### src/rtl/mix_pkg.sv
package mix_pkg;
  localparam int unsigned GAIN_FRAC = 6;      // mantissa fraction bits
  localparam int unsigned STEP_LOG2 = 2;      // 4 steps of 1.5 dB per 6 dB

  typedef enum logic [1:0] {
    MANT_0DB0 = 2'd0,
    MANT_1DB5 = 2'd1,
    MANT_3DB0 = 2'd2,
    MANT_4DB5 = 2'd3
  } mant_sel_e;
endpackage

### src/rtl/mix_atten.sv
module mix_atten import mix_pkg::*; #(
  parameter int unsigned SAMPLE_W = 16,
  parameter int unsigned ATTEN_W  = 6
) (
  input  logic signed [SAMPLE_W-1:0] x_i,
  input  logic        [ATTEN_W-1:0]  code_i,
  output logic signed [SAMPLE_W-1:0] y_o
);
  localparam int unsigned PW = SAMPLE_W + GAIN_FRAC + 1;
  localparam int unsigned SW = ATTEN_W + 1;

  logic signed [PW-1:0] xe, prod, shifted;
  logic        [SW-1:0] shamt;
  mant_sel_e            sel;

  assign xe    = PW'(x_i);
  assign sel   = mant_sel_e'(code_i[STEP_LOG2-1:0]);
  assign shamt = SW'(GAIN_FRAC) + SW'(code_i >> STEP_LOG2);

  // exact mantissa product, shift-and-add only
  always_comb begin
    unique case (sel)
      MANT_0DB0: prod = xe <<< 6;                                    // 64
      MANT_1DB5: prod = (xe <<< 6) - (xe <<< 3) - (xe <<< 1);        // 54
      MANT_3DB0: prod = (xe <<< 5) + (xe <<< 3) + (xe <<< 2) + xe;   // 45
      default:   prod = (xe <<< 5) + (xe <<< 2) + (xe <<< 1);        // 38
    endcase
  end

  assign shifted = prod >>> shamt;
  assign y_o     = (code_i == '1) ? '0 : SAMPLE_W'(shifted);
endmodule

### src/rtl/mix_sat_add.sv
module mix_sat_add #(
  parameter int unsigned SAMPLE_W = 16
) (
  input  logic signed [SAMPLE_W-1:0] a_i,
  input  logic signed [SAMPLE_W-1:0] b_i,
  output logic signed [SAMPLE_W-1:0] s_o
);
  localparam logic signed [SAMPLE_W-1:0] MAX_V = {1'b0, {(SAMPLE_W-1){1'b1}}};
  localparam logic signed [SAMPLE_W-1:0] MIN_V = {1'b1, {(SAMPLE_W-1){1'b0}}};

  logic signed [SAMPLE_W:0] wide;

  assign wide = {a_i[SAMPLE_W-1], a_i} + {b_i[SAMPLE_W-1], b_i};

  always_comb begin
    unique case (wide[SAMPLE_W -: 2])
      2'b01:   s_o = MAX_V;
      2'b10:   s_o = MIN_V;
      default: s_o = wide[SAMPLE_W-1:0];
    endcase
  end
endmodule

### src/rtl/mix_channel.sv
module mix_channel #(
  parameter int unsigned SAMPLE_W = 16,
  parameter int unsigned ATTEN_W  = 6
) (
  input  logic                       clk_i,
  input  logic                       rst_ni,
  input  logic                       valid_i,
  input  logic                       mix_en_i,
  input  logic        [ATTEN_W-1:0]  atten_i,
  input  logic signed [SAMPLE_W-1:0] adc_i,
  input  logic signed [SAMPLE_W-1:0] play_i,
  input  logic                       play_en_i,
  output logic signed [SAMPLE_W-1:0] dac_o
);
  logic signed [SAMPLE_W-1:0] att, loop_s, bus_s, mixed;

  mix_atten #(.SAMPLE_W(SAMPLE_W), .ATTEN_W(ATTEN_W)) u_atten (
    .x_i(adc_i), .code_i(atten_i), .y_o(att)
  );

  assign loop_s = mix_en_i  ? att    : '0;
  assign bus_s  = play_en_i ? play_i : '0;

  mix_sat_add #(.SAMPLE_W(SAMPLE_W)) u_add (
    .a_i(loop_s), .b_i(bus_s), .s_o(mixed)
  );

  always_ff @(posedge clk_i or negedge rst_ni) begin
    if (!rst_ni)      dac_o <= '0;
    else if (valid_i) dac_o <= mixed;
  end

  p_gain_bound_r4: assert property (@(posedge clk_i) disable iff (!rst_ni)
    adc_i[SAMPLE_W-1] ? (att <= 0 && att >= adc_i) : (att >= 0 && att <= adc_i));

  p_hold_r8: assert property (@(posedge clk_i) disable iff (!rst_ni)
    !valid_i |=> $stable(dac_o));

  p_mix_off_r2: assert property (@(posedge clk_i) disable iff (!rst_ni)
    valid_i && !mix_en_i |=> dac_o == $past(play_en_i ? play_i : '0));

  p_mute_r5: assert property (@(posedge clk_i) disable iff (!rst_ni)
    valid_i && atten_i == '1 |=> dac_o == $past(play_en_i ? play_i : '0));

  p_no_wrap_pos_r6: assert property (@(posedge clk_i) disable iff (!rst_ni)
    valid_i && !adc_i[SAMPLE_W-1] && !play_i[SAMPLE_W-1] |=> !dac_o[SAMPLE_W-1]);

  p_no_wrap_neg_r7: assert property (@(posedge clk_i) disable iff (!rst_ni)
    valid_i && mix_en_i && play_en_i && atten_i != '1 && adc_i[SAMPLE_W-1] &&
    play_i[SAMPLE_W-1] |=> dac_o[SAMPLE_W-1]);
endmodule

### src/rtl/loopback_mixer.sv
module loopback_mixer #(
  parameter int unsigned SAMPLE_W = 16,
  parameter int unsigned ATTEN_W  = 6
) (
  input  logic                       clk_i,
  input  logic                       rst_ni,
  input  logic                       valid_i,
  input  logic                       mix_en_i,
  input  logic        [ATTEN_W-1:0]  atten_i,
  input  logic signed [SAMPLE_W-1:0] adc_l_i,
  input  logic signed [SAMPLE_W-1:0] adc_r_i,
  input  logic signed [SAMPLE_W-1:0] play_l_i,
  input  logic signed [SAMPLE_W-1:0] play_r_i,
  input  logic                       play_en_l_i,
  input  logic                       play_en_r_i,
  output logic signed [SAMPLE_W-1:0] dac_l_o,
  output logic signed [SAMPLE_W-1:0] dac_r_o
);
  localparam int unsigned NUM_CH = 2;

  logic [NUM_CH-1:0][SAMPLE_W-1:0] adc_v, play_v, dac_v;
  logic [NUM_CH-1:0]               pen_v;

  assign adc_v  = {adc_r_i, adc_l_i};
  assign play_v = {play_r_i, play_l_i};
  assign pen_v  = {play_en_r_i, play_en_l_i};

  for (genvar ch = 0; ch < NUM_CH; ch++) begin : g_ch
    mix_channel #(.SAMPLE_W(SAMPLE_W), .ATTEN_W(ATTEN_W)) u_ch (
      .clk_i    (clk_i),
      .rst_ni   (rst_ni),
      .valid_i  (valid_i),
      .mix_en_i (mix_en_i),
      .atten_i  (atten_i),
      .adc_i    (adc_v[ch]),
      .play_i   (play_v[ch]),
      .play_en_i(pen_v[ch]),
      .dac_o    (dac_v[ch])
    );
  end

  assign dac_l_o = dac_v[0];
  assign dac_r_o = dac_v[1];

  p_reset_zero_r1: assert property (@(posedge clk_i)
    !rst_ni |-> (dac_l_o == '0 && dac_r_o == '0));
endmodule

### config.mk
export PLATFORM = sky130hd
export DESIGN_NAME = loopback_mixer
export DESIGN_NICKNAME = d
export VERILOG_FILES = /design/src/rtl/mix_pkg.sv /design/src/rtl/mix_atten.sv /design/src/rtl/mix_sat_add.sv /design/src/rtl/mix_channel.sv /design/src/rtl/loopback_mixer.sv
export SDC_FILE = /design/constraint.sdc
export NUM_CORES = 1
export LEC_CHECK = 0
export ABC_AREA = 1
export ABC_CLOCK_PERIOD_IN_PS = 1650
export CORE_ASPECT_RATIO = 0.5
export CORE_MARGIN = 2
export CORE_UTILIZATION = 45
export DETAILED_ROUTE_END_ITERATION = 8
export PLACE_DENSITY = 0.69
export RECOVER_POWER = 25
export SLEW_MARGIN = 20
export SYNTH_ARGS = -nofsm -noshare
export SYNTH_HDL_FRONTEND = slang
export SYNTH_SLANG_ARGS = --single-unit
### constraint.sdc
create_clock -name clk_i -period 1.65 [get_ports clk_i]
set_input_delay 0.33 -clock clk_i [delete_from_list [all_inputs] [get_ports clk_i]]
set_output_delay 0.33 -clock clk_i [all_outputs]
set_load 0.02 [all_outputs]
==> qor.txt, run 1 <==
========================================================================================
Outcome ................................................................... finished, violations left
Violations in the final reports ........................................... negative setup slack
Placeable core region .....................................................  34,590 um^2
Post-route antenna net violation count ....................................            0
Fraction of power consumed by the clock network ...........................         4.7%
Maximum number of pins on one net before global-route repair ..............           33
Worst setup skew after layout .............................................         0 ns
Via count .................................................................       21,110
Lkg Pwr ...................................................................     12.86 nW
Proportion of synthesized flip-flops having asynchronous set or reset .....       100.0%
Most used flip-flop cell after synthesis ..................................      dfrtp_1
Number of cells in the finished layout apart from fillers .................        3,905
Yosys synthesis warning count .............................................            0
GRT Total Usage ...........................................................       35.90%
Fin worst setup slack .....................................................    -4.405 ns
Int Power .................................................................     9.733 mW
Row Count .................................................................           48
Delay of the slowest critical-path stage ..................................      0.49 ns
H-tree lvl count ..........................................................            2
Signal arrival time at the worst endpoint .................................      6.22 ns
Largest registers in the final layout ..................................... g_ch.u_ch.dac_o (32)
First-iteration detailed-routing DRC count ................................        1,909
Slew at the pin with the worst max-slew slack .............................    0.8433 ns
Fraction of power spent switching nets ....................................       51.70%
Crit path kind ............................................................       in2reg
Global route overflow .....................................................            0
Residual DRC ..............................................................            0
Hold Crit Class ...........................................................      reg2reg
Area post-placement .......................................................  21,760 um^2
Combinational Power Share .................................................        89.2%
Buffers on Ports ..........................................................          107
Reg2Reg Setup Slack .......................................................      0.95 ns
Post-synthesis area per instance ..........................................   5.798 um^2
Proportion of layout cells with a drive suffix above 1 ....................       33.79%
Register bank with the most flops ......................................... g_ch.u_ch.dac_o
Hold Vio Cnt, Final .......................................................            0
Number of buffers on the longest clock path ...............................            2
Switching pwr .............................................................     10.42 mW
CTS clock-pin slew for the worst setup and hold paths .....................      0.05 ns
Clock insertion delay at the later pin of the skew report .................      0.28 ns
Category of cells accounting for the largest share of critical-path delay .  adder cells
Cell type of the slowest stage on the worst timing path ...................         fa_1
VDD IR-drop max ...........................................................    0.5914 mV
IO Pins ...................................................................          108
Count of unique library cells instantiated by Yosys .......................           51
Max-capacitance violation count ...........................................            0
Crit path depth ...........................................................           42
Nets ......................................................................        3,790
Category of the worst setup path capture point ............................         flop
Accumulated negative setup slack ..........................................   -137.11 ns
Number of enable flip-flop cells after synthesis ..........................            0
Final Cell Area ...........................................................  24,430 um^2
Sequential area share after synthesis .....................................       5.054%
Count of TritonRoute iterations in the first routing pass .................            7
Net count after synthesis .................................................        3,093
Total Routed Length .......................................................     67.27 mm
Global-route wire length before repair ....................................     106.3 mm
Startpoint Class ..........................................................    input pin
Critical path fanouts, max ................................................            7
# placed instances ........................................................        3,810
Total standard cell area after synthesis ..................................  15,850 um^2
Number of buffers inserted by hold repair at cts ..........................            0
Post-Synthesis Cells ......................................................        2,733
Vias per cell .............................................................        5.405
Cell depth of the worst flop-to-flop path .................................            2
Number of global-route vias before repair .................................       20,300
Share of the clock period used by the worst path ..........................       367.0%
Post-layout min period ....................................................     6.055 ns
Endpoints failing setup ...................................................           32
Final Max Tran Viols ......................................................            0
Floorplan die area ........................................................  36,820 um^2
Number of antenna repair diodes ...........................................            0
Hold-critical path depth ..................................................            2
Final HPWL from detailed placement ........................................     53.74 mm
TritonCTS clock tree ......................................................        built
Effective utilization at floorplan ........................................       45.80%
GPL Wtd Cong ..............................................................        1.025
X dimension of the die ....................................................     269.4 um
Area Overhead vs Synth ....................................................       54.18%
Flip-flop count of the largest register after layout ......................           32
Maximum frequency from static timing analysis .............................    165.2 MHz
Worst slew margin relative to its limit ...................................       43.78%
Synth Register Bits .......................................................           32
Unrepaired setup endpoints after global routing ...........................          yes
Data required, critical path ..............................................      1.82 ns
Wire per inst .............................................................     17.23 um
Initial antenna violation count ...........................................            0
Count of fill cells added during filler insertion .........................        3,042
Register share of total power .............................................         6.0%
Number of buffers and inverters on the critical path ......................            9
Inserted Clock Buffers ....................................................            5
Power density over the cells .............................................. 824.8 nW/um^2
Count of clock tree sinks .................................................           32
Die Ht ....................................................................     136.7 um
Root Driver ...............................................................    clkbuf_16
========================================================================================
==> layer usage <==
metal,share of wire [%],vias to the layer above,global-route usage (%),wire length (um)
met3,7.6,144,3.000,5137
met1,44,9754,50.14,29840
li1,-,10300,-,-
met2,45,906,60.64,30430
met5,0,-,0,0
met4,2.8,0,8.210,1869
==> power groups by stage <==
stage          clock network, mW  registers [mW]  logic (mW)
2_1_floorplan                  0            1.53        8.01
3_3_place_gp                   0            1.21        14.5
3_5_place_dp                   0            1.21        14.7
4_1_cts                    0.953            1.21        16.8
5_1_grt                     1.00            1.24        19.5
6_report                   0.948            1.22        18.0
==> Yosys cell counts (26+ instances only) <==
cell | n | area share, %
nand2_1 | 827 | 20
o21ai_1 | 26 | 0.82
a21oi_1 | 246 | 7.8
dfrtp_1 | 32 | 5.1
nand3_1 | 403 | 13
buf_2 | 33 | 1.0
nor2_1 | 178 | 4.2
inv_1 | 404 | 9.6
o21ai_0 | 84 | 2.7
fa_1 | 106 | 13
nand4_1 | 26 | 1.0
ha_1 | 178 | 14
==> cells by family after synthesis <==
group                    after synthesis  share of synthesized area [%]
AO/OA/AOI/OAI                        410                          13.87
XOR/XNOR                              14                         0.7739
adder cells (fa/ha/maj)              284                          27.45
buffers and inverters                482                          11.93
flip-flops                            32                          5.054
multiplexers                           1                        0.06317
AND/OR/NAND/NOR                     1510                          40.86
==> final timing paths <==
| check | endpoint | start |
|---|---|---|
| max | g_ch[0].u_ch.dac_o[11] | adc_l_i[10] |
| min | g_ch[0].u_ch.dac_o[15] | g_ch[0].u_ch.dac_o[15] |
| max reg2reg | g_ch[0].u_ch.dac_o[2] | g_ch[0].u_ch.dac_o[2] |
| min reg2reg | g_ch[0].u_ch.dac_o[15] | g_ch[0].u_ch.dac_o[15] |
| max in group asynchronous | g_ch[1].u_ch.dac_o[15] | rst_ni |
| min in group asynchronous | g_ch[0].u_ch.dac_o[2] | rst_ni |
==> stage by stage <==
| step | util, % | hold WS (ns) | setup WS (ns) | power (mW) |
|---|---|---|---|---|
| 4_1_cts | 68.79 | 0.4638 | -4.272 | 18.92 |
| 5_1_grt | 70.62 | 0.5350 | -4.751 | 21.79 |
| 6_report | 70.62 | 0.5101 | -4.405 | 20.15 |
| 3_5_place_dp | 62.89 | 0.4770 | -5.504 | 15.88 |
| 3_3_place_gp | 62.89 | 0.4736 | -5.330 | 15.69 |
| 2_1_floorplan | - | 0.03441 | -4.489 | 9.537 |
==> area by class of cell <==
class	instances	area (um^2)	area share, %
well taps	475	594.3	2.433
multi-input cells	2219	15140	61.96
clock buffers	7	152.6	0.6248
inverters	414	1625	6.653
repair buffers	758	6120	25.05
flip-flops and latches	32	800.8	3.278
==> timing repair <==
item                       CTS  global route
setup endpoints to repair   32            34
pin swaps                  157            86
setup buffers               67            20
gates cloned                 2             0
gates resized for setup    404           154
==> layout by cell type, fill, tap and decap left out, types with 65 or more instances in the layout <==
cell type | netlist | final
nand2_1 | 827 | 739
buf_4 | 4 | 624
inv_1 | 404 | 336
nand3_1 | 403 | 305
a21oi_1 | 246 | 179
nor2_1 | 178 | 147
ha_1 | 178 | 129
nand3_2 | 1 | 96
fa_1 | 106 | 94
clkdlybuf4s50_1 | 0 | 74
nand2_2 | 3 | 69
o21ai_0 | 84 | 66
a21oi_2 | 4 | 65
==> worst register-to-register path, delay by kind of cell, from the launching register on <==
| kind | cells | cell delay (ns) |
|---|---|---|
| compound gates | 1 | 0.06 |
| flops | 1 | 0.39 |
| simple gates | 1 | 0.13 |
Note: power is estimated with default switching activity, not from simulation.
==> run 2: changes to the inputs <==
- TNS_END_PERCENT: default -> 10
==> run 2 against run 1 <==
  * The flow still finishes with violations (negative setup slack)
  * Clock skew did not move
  * Via count rose by 1.6%
  * Utilization fell by 0.64 points
==> qor.txt, run 2 (synthesized netlist as in run 1, its figures left out) <==
========================================================================================
Outcome ................................................................... finished, violations left
Violations in the final reports ........................................... negative setup slack
Via count .................................................................       21,440   +1.6%
Final HPWL from detailed placement ........................................     54.66 mm   +1.7%
Register bank with the most flops ......................................... g_ch.u_ch.dac_o
Hold-critical path depth ..................................................            2   unchanged
Number of global-route vias before repair .................................       20,400   +0.48%
Die Ht ....................................................................     136.7 um   unchanged
Hold Crit Class ...........................................................      reg2reg
VDD IR-drop max ...........................................................    0.6075 mV   +2.7%
Worst slew margin relative to its limit ...................................       39.88%   -3.9 points
Flip-flop count of the largest register after layout ......................           32   unchanged
Capture instance of the worst register-to-register path ................... g_ch[0].u_ch.dac_o[0]
Endpoints failing setup ...................................................           32   unchanged
Worst hold start .......................................................... g_ch[1].u_ch.dac_o[15]
Root Driver ...............................................................    clkbuf_16
Final Util ................................................................       69.99%   -0.64 points
Largest registers in the final layout ..................................... g_ch.u_ch.dac_o (32)
Cell depth of the worst flop-to-flop path .................................            2   unchanged
Power density over the cells .............................................. 805.0 nW/um^2   -2.4%
Number of cells in the finished layout apart from fillers .................        3,963   +1.5%
Initial antenna violation count ...........................................            0   unchanged
Hold endpoint ............................................................. g_ch[1].u_ch.dac_o[15]
Vias per cell .............................................................        5.410   about the same
Reg2Reg Setup Slack .......................................................      0.90 ns   -0.05 ns
Lkg Pwr ...................................................................     13.10 nW   +1.8%
Wire per inst .............................................................     17.13 um   -0.59%
Data required, critical path ..............................................      1.83 ns   about the same
Placeable core region .....................................................  34,590 um^2   unchanged
Signal arrival time at the worst endpoint .................................      6.45 ns   +0.23 ns
Hold Vio Cnt, Final .......................................................            0   unchanged
Effective utilization at floorplan ........................................       45.80%   unchanged
Most frequent cells in the layout ......................................... nand2_1, buf_4, inv_1
Unrepaired setup endpoints after global routing ...........................          yes
Delay of the slowest critical-path stage ..................................      0.57 ns   +0.08 ns
Row Count .................................................................           48   unchanged
IO Pins ...................................................................          108   unchanged
Number of buffers on the longest clock path ...............................            2   unchanged
Maximum frequency from static timing analysis .............................    159.6 MHz   -3.4%
Final Cell Area ...........................................................  24,210 um^2   -0.90%
Count of TritonRoute iterations in the first routing pass .................            6   -1
# placed instances ........................................................        3,838   +0.73%
Residual DRC ..............................................................            0   unchanged
Post-route antenna net violation count ....................................            0   unchanged
Post-layout min period ....................................................     6.267 ns   +0.2118 ns
Count of fill cells added during filler insertion .........................        3,079   +1.2%
Cell type of the slowest stage on the worst timing path ...................         fa_1
Start of the worst register-to-register path .............................. g_ch[0].u_ch.dac_o[0]
CTS clock-pin slew for the worst setup and hold paths .....................      0.06 ns   about the same
H-tree lvl count ..........................................................            2   unchanged
X dimension of the die ....................................................     269.4 um   unchanged
Worst setup skew after layout .............................................         0 ns   unchanged
Number of buffers inserted by hold repair at cts ..........................            0   unchanged
Floorplan die area ........................................................  36,820 um^2   unchanged
Number of buffers and inverters on the critical path ......................           10   +1
Crit path kind ............................................................       in2reg
Count of clock tree sinks .................................................           32   unchanged
Final Max Tran Viols ......................................................            0   unchanged
Max-capacitance violation count ...........................................            0   unchanged
Nets ......................................................................        3,847   +1.5%
Area post-placement .......................................................  21,890 um^2   +0.60%
Proportion of layout cells with a drive suffix above 1 ....................       30.39%   -3.4 points
Number of antenna repair diodes ...........................................            0   unchanged
Inserted Clock Buffers ....................................................            5   unchanged
Slew at the pin with the worst max-slew slack .............................    0.9017 ns   +0.05847 ns
Area Overhead vs Synth ....................................................       52.80%
Critical path fanouts, max ................................................            6   -1
Category of cells accounting for the largest share of critical-path delay .  adder cells
Share of the clock period used by the worst path ..........................       379.8%   +13 points
Final hold slack ..........................................................    0.5083 ns   -0.001888 ns
Accumulated negative setup slack ..........................................   -145.07 ns   -7.958 ns
Total Routed Length .......................................................     67.87 mm   +0.88%
Fin worst setup slack .....................................................    -4.617 ns   -0.2118 ns
Global route overflow .....................................................            0   unchanged
TritonCTS clock tree ......................................................        built
First-iteration detailed-routing DRC count ................................        2,070   +8.4%
Category of the worst setup path capture point ............................         flop
Most numerous cell on the critical path ...................................      nand2_1
Global-route wire length before repair ....................................     107.2 mm   +0.88%
Crit path depth ...........................................................           43   +2.4%
Startpoint Class ..........................................................    input pin
Leading cell type in the layout, fill and taps excluded ...................      nand2_1
GPL Wtd Cong ..............................................................        1.012   -1.3%
Buffers on Ports ..........................................................          107   unchanged
Clock insertion delay at the later pin of the skew report .................      0.29 ns   about the same
GRT Total Usage ...........................................................       36.31%   +0.41 points
Maximum number of pins on one net before global-route repair ..............           41   +24%
========================================================================================
-- run 2: cell types whose count changed in the layout (fill, tap and decap cells not counted), sizes merged --
cell and change:
buf +49, bufinv +1, clkbuf -5, clkdlybuf4s15 +2, clkdlybuf4s50 -1, clkinv +1, clkinvlp -9, dlygate4sd2 +11
inv +9
-- run 2: through the flow --
| stage | setup slack, ns | power (mW) |
|---|---|---|
| 5_1_grt | -4.935 | 21.09 |
| 6_report | -4.617 | 19.49 |
| 2_1_floorplan | -4.492 | 9.353 |
| 4_1_cts | -4.310 | 18.68 |
| 3_5_place_dp | -5.505 | 15.88 |
| 3_3_place_gp | -5.313 | 15.69 |
-- run 2: cell type report --
cell class | instances | area, um^2 | share of cell area (%)
multi-input cells | 2219 | 14450 | 59.68
repair buffers | 815 | 6613 | 27.31
inverters | 414 | 1589 | 6.563
flip-flops and latches | 32 | 800.8 | 3.307
well taps | 475 | 594.3 | 2.455
clock buffers | 6 | 128.9 | 0.5323
clock inverters | 2 | 35.03 | 0.1447
-- run 2: worst register-to-register path: cells and delay by family, from the launching register on --
kind | cells | cell delay (ns)
flops | 1 | 0.44
simple gates | 1 | 0.16
compound gates | 1 | 0.04
-- run 2: repair_timing --
item | in CTS | in global routing
setup endpoints to repair | 33 | 34
resized for setup | 299 | 77
pin swaps | 126 | 41
setup buffers | 100 | 15
gates cloned | 2 | 0
-- run 2: worst max-delay path by stage --
stage / startpoint / endpoint / slack [ns]
final: adc_l_i[13] / g_ch[0].u_ch.dac_o[5] / -4.62
after global routing: adc_l_i[2] / g_ch[0].u_ch.dac_o[4] / -4.93
after CTS: adc_l_i[4] / g_ch[0].u_ch.dac_o[12] / -4.31
after detailed placement: adc_l_i[2] / g_ch[0].u_ch.dac_o[11] / -5.50
after global placement: adc_r_i[2] / g_ch[1].u_ch.dac_o[13] / -5.31
after floorplan: adc_l_i[2] / g_ch[0].u_ch.dac_o[12] / -4.49
-- run 2: report_power, final --
part,switching [mW],internal (mW)
Sequential,0.164,1.05
Combinational,9.40,7.72
Clock,0.441,0.713
-- run 2: metal layers --
layer	GRT usage (%)	part of all wire (%)	vias up
met5	0	0	-
met4	6.852	2.1	0
met3	4.491	7.4	120
met2	61.48	45	820
met1	50.21	45	10080
li1	-	-	10420
==> run 3: changes to the inputs <==
- CAP_MARGIN: default -> 40
==> results of run 3 <==
No change in the layout: final DEF, timing and power equal those of run 2.
